`config.mk`:
```
export PLATFORM = sky130hd
export DESIGN_NAME = osd_top
export DESIGN_NICKNAME = d
export VERILOG_FILES = /design/src/rtl/osd_pkg.sv /design/src/rtl/osd_ctrl.sv /design/src/rtl/osd_datapath.sv /design/src/rtl/osd_top.sv
export SDC_FILE = /design/constraint.sdc
export NUM_CORES = 2
export LEC_CHECK = 0
export BUFFER_PORTS_ARGS = -buffer_cell sky130_fd_sc_hd__buf_2
export CAP_MARGIN = 20
export CORE_AREA = 2 2 455 502
export CTS_CLUSTER_DIAMETER = 200
export CTS_CLUSTER_SIZE = 10
export DETAILED_ROUTE_END_ITERATION = 10
export DIE_AREA = 0 0 457 504
export GPL_TIMING_DRIVEN = 0
export PLACE_DENSITY = 0.76
export SLEW_MARGIN = 20
export SYNTH_ARGS = -nofsm -noshare
export SYNTH_HDL_FRONTEND = slang
export SYNTH_HIERARCHICAL = 1
export SYNTH_SLANG_ARGS = --single-unit
```
`constraint.sdc`:
```
create_clock -name clk -period 17.8 [get_ports clk]
set_input_delay 0 -clock clk [delete_from_list [all_inputs] [get_ports clk]]
set_output_delay 0 -clock clk [all_outputs]
set_load 0.05 [all_outputs]
```
`src/rtl/osd_pkg.sv`:
```
package osd_pkg;
  localparam int GLYPH_W = 14;
  localparam int GLYPH_H = 18;
  localparam int GLYPH_MOD = 5;
  localparam int COL_W = 5;
  localparam int ROW_W = 4;
  localparam int GX_W = 4;
  localparam int GY_W = 5;
  localparam int WORD_W = 12;
  localparam int CODE_W = 9;
  localparam int COLOR_W = 6;
  localparam int NPAL = 7;

  // strobes and position handed from control to datapath
  typedef struct packed {
    logic             inWin;
    logic             rowStart;
    logic [COL_W-1:0] cellCol;
    logic [ROW_W-1:0] cellRow;
    logic [GX_W-1:0]  glyphX;
    logic [GY_W-1:0]  glyphY;
  } osd_pos_t;

  // computed character table: pixel lit when (x+y+code) mod 5 == 0
  function automatic logic glyph_bit(input logic [CODE_W-1:0] code, input int x, input int y);
    if (x < 0 || x >= GLYPH_W || y < 0 || y >= GLYPH_H) return 1'b0;
    return ((x + y + int'(code)) % GLYPH_MOD) == 0;
  endfunction
endpackage

```
`src/rtl/osd_ctrl.sv`:
```
module osd_ctrl
  import osd_pkg::*;
#(
  parameter int ROWS = 10,
  parameter int COLS = 24,
  parameter int HCNT_W = 11,
  parameter int VCNT_W = 10,
  parameter int POS_W = 8
) (
  input  logic             clk,
  input  logic             rstN,
  input  logic             hsyncIn,
  input  logic             vsyncIn,
  input  logic             syncPol,
  input  logic [POS_W-1:0] vStart,
  input  logic [POS_W-1:0] hStart,
  input  logic [1:0]       sizeMode,
  output osd_pos_t         pos
);
  localparam logic [HCNT_W-1:0] SPAN_X = HCNT_W'(COLS * GLYPH_W);
  localparam logic [VCNT_W-1:0] SPAN_Y = VCNT_W'(ROWS * GLYPH_H);
  localparam logic [HCNT_W-1:0] GW = HCNT_W'(GLYPH_W);
  localparam logic [VCNT_W-1:0] GH = VCNT_W'(GLYPH_H);

  logic hsAct, vsAct, hsPrev, vsPrev, hsEdge, vsEdge;
  logic dblW, dblH;
  logic [HCNT_W-1:0] hCnt, dx, gxt;
  logic [VCNT_W-1:0] vCnt, dy, gyt;

  assign hsAct  = syncPol ? hsyncIn : ~hsyncIn;
  assign vsAct  = syncPol ? vsyncIn : ~vsyncIn;
  assign hsEdge = hsAct & ~hsPrev;
  assign vsEdge = vsAct & ~vsPrev;
  assign dblW   = (sizeMode == 2'b01) || (sizeMode == 2'b10);
  assign dblH   = (sizeMode == 2'b01) || (sizeMode == 2'b11);

  always_ff @(posedge clk or negedge rstN) begin
    if (!rstN) begin
      hsPrev <= 1'b1;
      vsPrev <= 1'b1;
      hCnt   <= '1;
      vCnt   <= '1;
    end else begin
      hsPrev <= hsAct;
      vsPrev <= vsAct;
      if (hsEdge) begin
        hCnt <= '0;
        vCnt <= vsEdge ? '0 : vCnt + 1'b1;
      end else begin
        if (hCnt != '1) hCnt <= hCnt + 1'b1;
        if (vsEdge) vCnt <= '1;
      end
    end
  end

  always_comb begin
    dx  = hCnt - HCNT_W'(hStart);
    dy  = vCnt - VCNT_W'(vStart);
    gxt = dblW ? (dx >> 1) : dx;
    gyt = dblH ? (dy >> 1) : dy;
    pos.inWin    = (hCnt >= HCNT_W'(hStart)) && (vCnt >= VCNT_W'(vStart))
                && (gxt < SPAN_X) && (gyt < SPAN_Y);
    pos.cellCol  = COL_W'(gxt / GW);
    pos.glyphX   = GX_W'(gxt % GW);
    pos.cellRow  = ROW_W'(gyt / GH);
    pos.glyphY   = GY_W'(gyt % GH);
    pos.rowStart = pos.inWin && (dx == '0) && (pos.glyphY == '0) && !(dblH && dy[0]);
  end
endmodule

```
`src/rtl/osd_datapath.sv`:
```
module osd_datapath
  import osd_pkg::*;
#(
  parameter int ROWS = 10,
  parameter int COLS = 24,
  parameter int ADDR_W = 8
) (
  input  logic                    clk,
  input  logic                    rstN,
  input  logic                    vramWe,
  input  logic [ADDR_W-1:0]       vramAddr,
  input  logic [WORD_W-1:0]       vramWdata,
  input  osd_pos_t                pos,
  input  logic [COLOR_W-1:0]      rowFg,
  input  logic [COLOR_W-1:0]      rowBg,
  input  logic [NPAL*COLOR_W-1:0] paletteFlat,
  input  logic                    fringeEn,
  input  logic [COLOR_W-1:0]      fringeColor,
  output logic [COLOR_W-1:0]      rgbOut,
  output logic                    overlay,
  output logic                    rowIrq
);
  localparam int CELLS = ROWS * COLS;

  logic [WORD_W-1:0]  vram [CELLS];
  logic [WORD_W-1:0]  word;
  logic [ADDR_W-1:0]  rdAddr;
  logic [CODE_W-1:0]  code;
  logic [2:0]         colorIdx;
  logic [COLOR_W-1:0] fgTab [NPAL+1];
  logic [COLOR_W-1:0] fg;
  logic               lit, nbr;
  int                 gx, gy;

  always_ff @(posedge clk) begin
    if (vramWe && int'(vramAddr) < CELLS) vram[vramAddr] <= vramWdata;
  end

  assign rdAddr   = ADDR_W'(pos.cellRow) * ADDR_W'(COLS) + ADDR_W'(pos.cellCol);
  assign word     = (int'(rdAddr) < CELLS) ? vram[rdAddr] : '0;
  assign code     = {word[11], word[7:0]};
  assign colorIdx = word[10:8];

  assign fgTab[0] = rowFg;
  for (genvar k = 1; k <= NPAL; k++) begin : g_pal
    assign fgTab[k] = paletteFlat[COLOR_W*(k-1) +: COLOR_W];
  end
  assign fg = fgTab[colorIdx];

  assign gx  = int'(pos.glyphX);
  assign gy  = int'(pos.glyphY);
  assign lit = glyph_bit(code, gx, gy);
  assign nbr = glyph_bit(code, gx - 1, gy) | glyph_bit(code, gx + 1, gy)
             | glyph_bit(code, gx, gy - 1) | glyph_bit(code, gx, gy + 1);

  always_ff @(posedge clk or negedge rstN) begin
    if (!rstN) begin
      rgbOut  <= '0;
      overlay <= 1'b0;
      rowIrq  <= 1'b0;
    end else begin
      rowIrq <= pos.rowStart;
      if (!pos.inWin) begin
        rgbOut <= '0; overlay <= 1'b0;
      end else if (lit) begin
        rgbOut <= fg; overlay <= 1'b1;
      end else if (fringeEn && nbr) begin
        rgbOut <= fringeColor; overlay <= 1'b1;
      end else if (fg == rowBg) begin
        rgbOut <= '0; overlay <= 1'b0;
      end else begin
        rgbOut <= rowBg; overlay <= 1'b1;
      end
    end
  end
endmodule

```
`src/rtl/osd_top.sv`:
```
module osd_top
  import osd_pkg::*;
#(
  parameter int ROWS = 10,
  parameter int COLS = 24,
  parameter int HCNT_W = 11,
  parameter int VCNT_W = 10,
  parameter int POS_W = 8,
  parameter int ADDR_W = 8
) (
  input  logic                    clk,
  input  logic                    rstN,
  input  logic                    hsyncIn,
  input  logic                    vsyncIn,
  input  logic                    syncPol,
  input  logic [POS_W-1:0]        vStart,
  input  logic [POS_W-1:0]        hStart,
  input  logic [1:0]              sizeMode,
  input  logic                    fringeEn,
  input  logic [COLOR_W-1:0]      fringeColor,
  input  logic [COLOR_W-1:0]      rowFg,
  input  logic [COLOR_W-1:0]      rowBg,
  input  logic [NPAL*COLOR_W-1:0] paletteFlat,
  input  logic                    vramWe,
  input  logic [ADDR_W-1:0]       vramAddr,
  input  logic [WORD_W-1:0]       vramWdata,
  output logic [COLOR_W-1:0]      osdRgb,
  output logic                    osdOverlay,
  output logic                    rowIrq
);
  osd_pos_t posBus;

  osd_ctrl #(.ROWS(ROWS), .COLS(COLS), .HCNT_W(HCNT_W), .VCNT_W(VCNT_W), .POS_W(POS_W)) u_ctrl (
    .clk(clk), .rstN(rstN), .hsyncIn(hsyncIn), .vsyncIn(vsyncIn), .syncPol(syncPol),
    .vStart(vStart), .hStart(hStart), .sizeMode(sizeMode), .pos(posBus)
  );

  osd_datapath #(.ROWS(ROWS), .COLS(COLS), .ADDR_W(ADDR_W)) u_dp (
    .clk(clk), .rstN(rstN), .vramWe(vramWe), .vramAddr(vramAddr), .vramWdata(vramWdata),
    .pos(posBus), .rowFg(rowFg), .rowBg(rowBg), .paletteFlat(paletteFlat),
    .fringeEn(fringeEn), .fringeColor(fringeColor),
    .rgbOut(osdRgb), .overlay(osdOverlay), .rowIrq(rowIrq)
  );
endmodule

```
==> qor.json <==
{
  "final_min_period_over_clock_period_pct": 99.4,
  "drt.antenna.violating_nets": 0,
  "timing.critical_path.buf_inv": 18,
  "final_net_count": 8121,
  "vias": 82023,
  "seq_area_um2": 87300,
  "cts_made_buffers": 341,
  "synth_sequential_area_ratio_pct": 68.3,
  "cts_tree": "built",
  "ys_async_sr_fraction_pct": 1.06,
  "count_of_flip_flops_with_a_built_in_enable_after_synthesis": 2880,
  "layout.cells.most_common_list": "edfxtp_1, mux4_2, clkbuf_16",
  "grt_pass1_vias": 79402,
  "cts_buffer_depth": 4,
  "crit_required_ns": 18.65,
  "clkLatencyLatePin_ns": 0.97,
  "finalWeightedCongestion": 1.04,
  "timing.max_slew.rel_slack_pct": 7.75,
  "post-route-min-period_ns": 17.69,
  "fmax_ghz": 0.0565,
  "yosysUniqueCellTypes": 151,
  "num_rows": 183,
  "grt_remaining_overflow": 0,
  "setup_viol": 0,
  "pre_antenna_drt_iters": 9,
  "fp.dieW_um": 457,
  "grtUsageTotal_pct": 39.0,
  "critPathMostFrequentCell": "buf_12",
  "clockRootBuffer": "clkbuf_16",
  "tritoncts_num_sinks": 2911,
  "clock-skew-final_ns": 0.0419,
  "hold_class": "primary input to register",
  "fill_cells": 14155,
  "layout.cell_area.non_filler_um2": 150000,
  "ys.flop_type": "edfxtp_1",
  "drive_gt1_share_pct": 32.7,
  "crit_path_start_kind": "register",
  "outcome": "completed",
  "fin_worst_hold_slack_ns": 0.0796,
  "final_report_max_slew_violation_count": 0,
  "mostFrequentLayoutCell": "edfxtp_1",
  "critPathSlowestCell": "mux4_2",
  "crit_path_max_incr_delay_ns": 0.71,
  "ys_seq_elements": 2911,
  "path_delay_family": "compound AO/OA/AOI/OAI gates",
  "drtIter0Drc": 14001,
  "detail_route.wirelength_um": 456000,
  "dp.final_hpwl_um": 292000,
  "grt_pass1_wl_um": 621000,
  "worst-endpoint-arrival_ns": 18.54,
  "antenna_found_initial": 30,
  "clkTransAtPathRegs_ns": 0.06,
  "fp.dieH_um": 504,
  "ios": 113,
  "route.detailed.wl_per_inst_um": 41.9,
  "maxCapViolations": 0,
  "synth_area_per_cell_um2": 18.2,
  "timing.setup.critical_path_class": "register to register",
  "initial_core_util_pct": 56.7,
  "vias_per_cell": 7.53,
  "worst_setup_end_kind": "register",
  "synth_instances": 7026,
  "actual_slew_at_the_worst_max_slew_pin_ns": 1.38,
  "synth_nets": 7269,
  "core_area_um2": 225000,
  "finalHoldViolations": 0,
  "place_area_um2": 136000,
  "multi_input_comb_area_um2": 40200,
  "drc": 0,
  "layout-area-overhead-vs-synth_pct": 17.2,
  "io_buffers": 112,
  "worst-path-max-fanout": 19,
  "htree_num_levels": 5,
  "maximum_number_of_pins_on_one_net_before_global_route_repair": 153,
  "die-area_um2": 230000,
  "yosys_warnings": 6,
  "syn_area_um2": 128000
}
path summary, 6_finish.rpt:
kind,from,endpoint,slack (ns),cells past startpoint
max in group asynchronous,rstN,u_ctrl/vCnt[1]$_DFFE_PN1P_,17.45,4
min,paletteFlat[8],u_dp/overlay$_DFF_PN0_,0.08,7
max,u_ctrl/hCnt[2]$_DFFE_PN1P_,u_dp/rgbOut[1]$_DFF_PN0_,0.11,63
min reg2reg,u_ctrl/hCnt[7]$_DFFE_PN1P_,u_ctrl/hCnt[7]$_DFFE_PN1P_,0.54,2
max reg2reg,u_ctrl/hCnt[2]$_DFFE_PN1P_,u_dp/rgbOut[1]$_DFF_PN0_,0.11,63
min in group asynchronous,rstN,u_dp/rgbOut[4]$_DFF_PN0_,0.10,4
worst register-to-register path, delay by kind of cell (launching register included):
kind,cells,cell delay [ns]
adder cells (fa/ha/maj),5,1.54
AO/OA/AOI/OAI,24,6.25
buffers and inverters,18,4.49
multiplexers,4,2.08
XOR/XNOR,1,0.22
flip-flops,1,0.59
AND/OR/NAND/NOR,11,2.38
Yosys cell counts (28+ instances only):
library cell | count | area [µm²]
mux2i_1 | 152 | 1520
a31oi_1 | 55 | 344
or3_1 | 33 | 206
a211oi_1 | 33 | 248
nand3_1 | 128 | 641
buf_1 | 50 | 188
fa_1 | 30 | 601
a21o_1 | 45 | 338
inv_1 | 116 | 435
nor2_1 | 457 | 1720
nand4_1 | 55 | 344
a22oi_1 | 36 | 270
nor4_1 | 28 | 175
ha_1 | 108 | 1350
nand2_1 | 276 | 1040
and3_1 | 42 | 263
a221oi_1 | 31 | 272
o21ai_0 | 131 | 656
a21oi_1 | 141 | 706
nand2b_1 | 30 | 188
edfxtp_1 | 2880 | 86500
mux4_2 | 826 | 18600
buf_2 | 81 | 405
o22ai_1 | 35 | 219
and2_1 | 38 | 238
xnor2_1 | 77 | 674
nor2b_1 | 52 | 325
buf_4 | 30 | 225
clkbuf_1 | 191 | 717
nor3_1 | 91 | 455
state kept, by name (all words and copies together) (netlist names):
name           flops
u_dp/overlay       1
u_ctrl/hsPrev      1
u_ctrl/hCnt       11
u_ctrl/vsPrev      1
u_dp/vram       2880
u_ctrl/vCnt       10
u_dp/rgbOut        6
u_dp/rowIrq        1
area by class of cell:
cell class	instances	area share, %
Antenna cell	18	0.0301
Buffer	351	2.13
Clock buffer	376	5.92
Clock inverter	5	0.0343
Inverter	125	0.321
Multi-Input combinational cell	3604	26.9
Sequential cell	2911	58.3
Tap cell	2960	2.47
Timing Repair Buffer	544	3.90
what timing repair did:
item | 4_1_cts | 5_1_grt
cloned | 0 | 3
setup endpoints to repair | 7 | 7
hold buffers | 76 | 0
setup buffers | 68 | 91
gates resized for setup | 491 | 200
endpoints found under the hold margin | 2684 | 0
pin swaps | 39 | 72
through the flow:
stage | std cells | setup slack, ns | TNS [ns] | util [%]
finish | 10894 | 0.114 | 0 | 66.4
global route | 10880 | -0.157 | -0.861 | 66.4
detailed placement | 10293 | -7.71 | -53.68 | 60.4
floorplan | 7026 | 0.0146 | 0 | -
global placement | 10098 | -11.22 | -78.32 | 58.6
CTS | 10796 | 0.00676 | 0 | 65.7
metal layers:
metal  global-route usage [%]  vias to the layer above  wire length (µm)
li1                         -                    30665                 -
met1                     46.3                    41372            140000
met2                     59.1                     8108            206000
met3                     14.7                     1858             68200
met4                     27.5                       20             41700
met5                    0.208                        -               249
cell families after synthesis:
| kind of cell | after synthesis | share of synthesized area, % |
|---|---|---|
| buffers and inverters | 512 | 1.96 |
| adder cells (fa/ha/maj) | 139 | 1.54 |
| AO/OA/AOI/OAI | 981 | 5.84 |
| AND/OR/NAND/NOR | 1360 | 5.33 |
| XOR/XNOR | 105 | 0.760 |
| flip-flops | 2911 | 68.3 |
| multiplexers | 1018 | 16.3 |
Power is not shown: default switching activity piles up to over one toggle a cycle in this logic, so the estimate is an artifact.
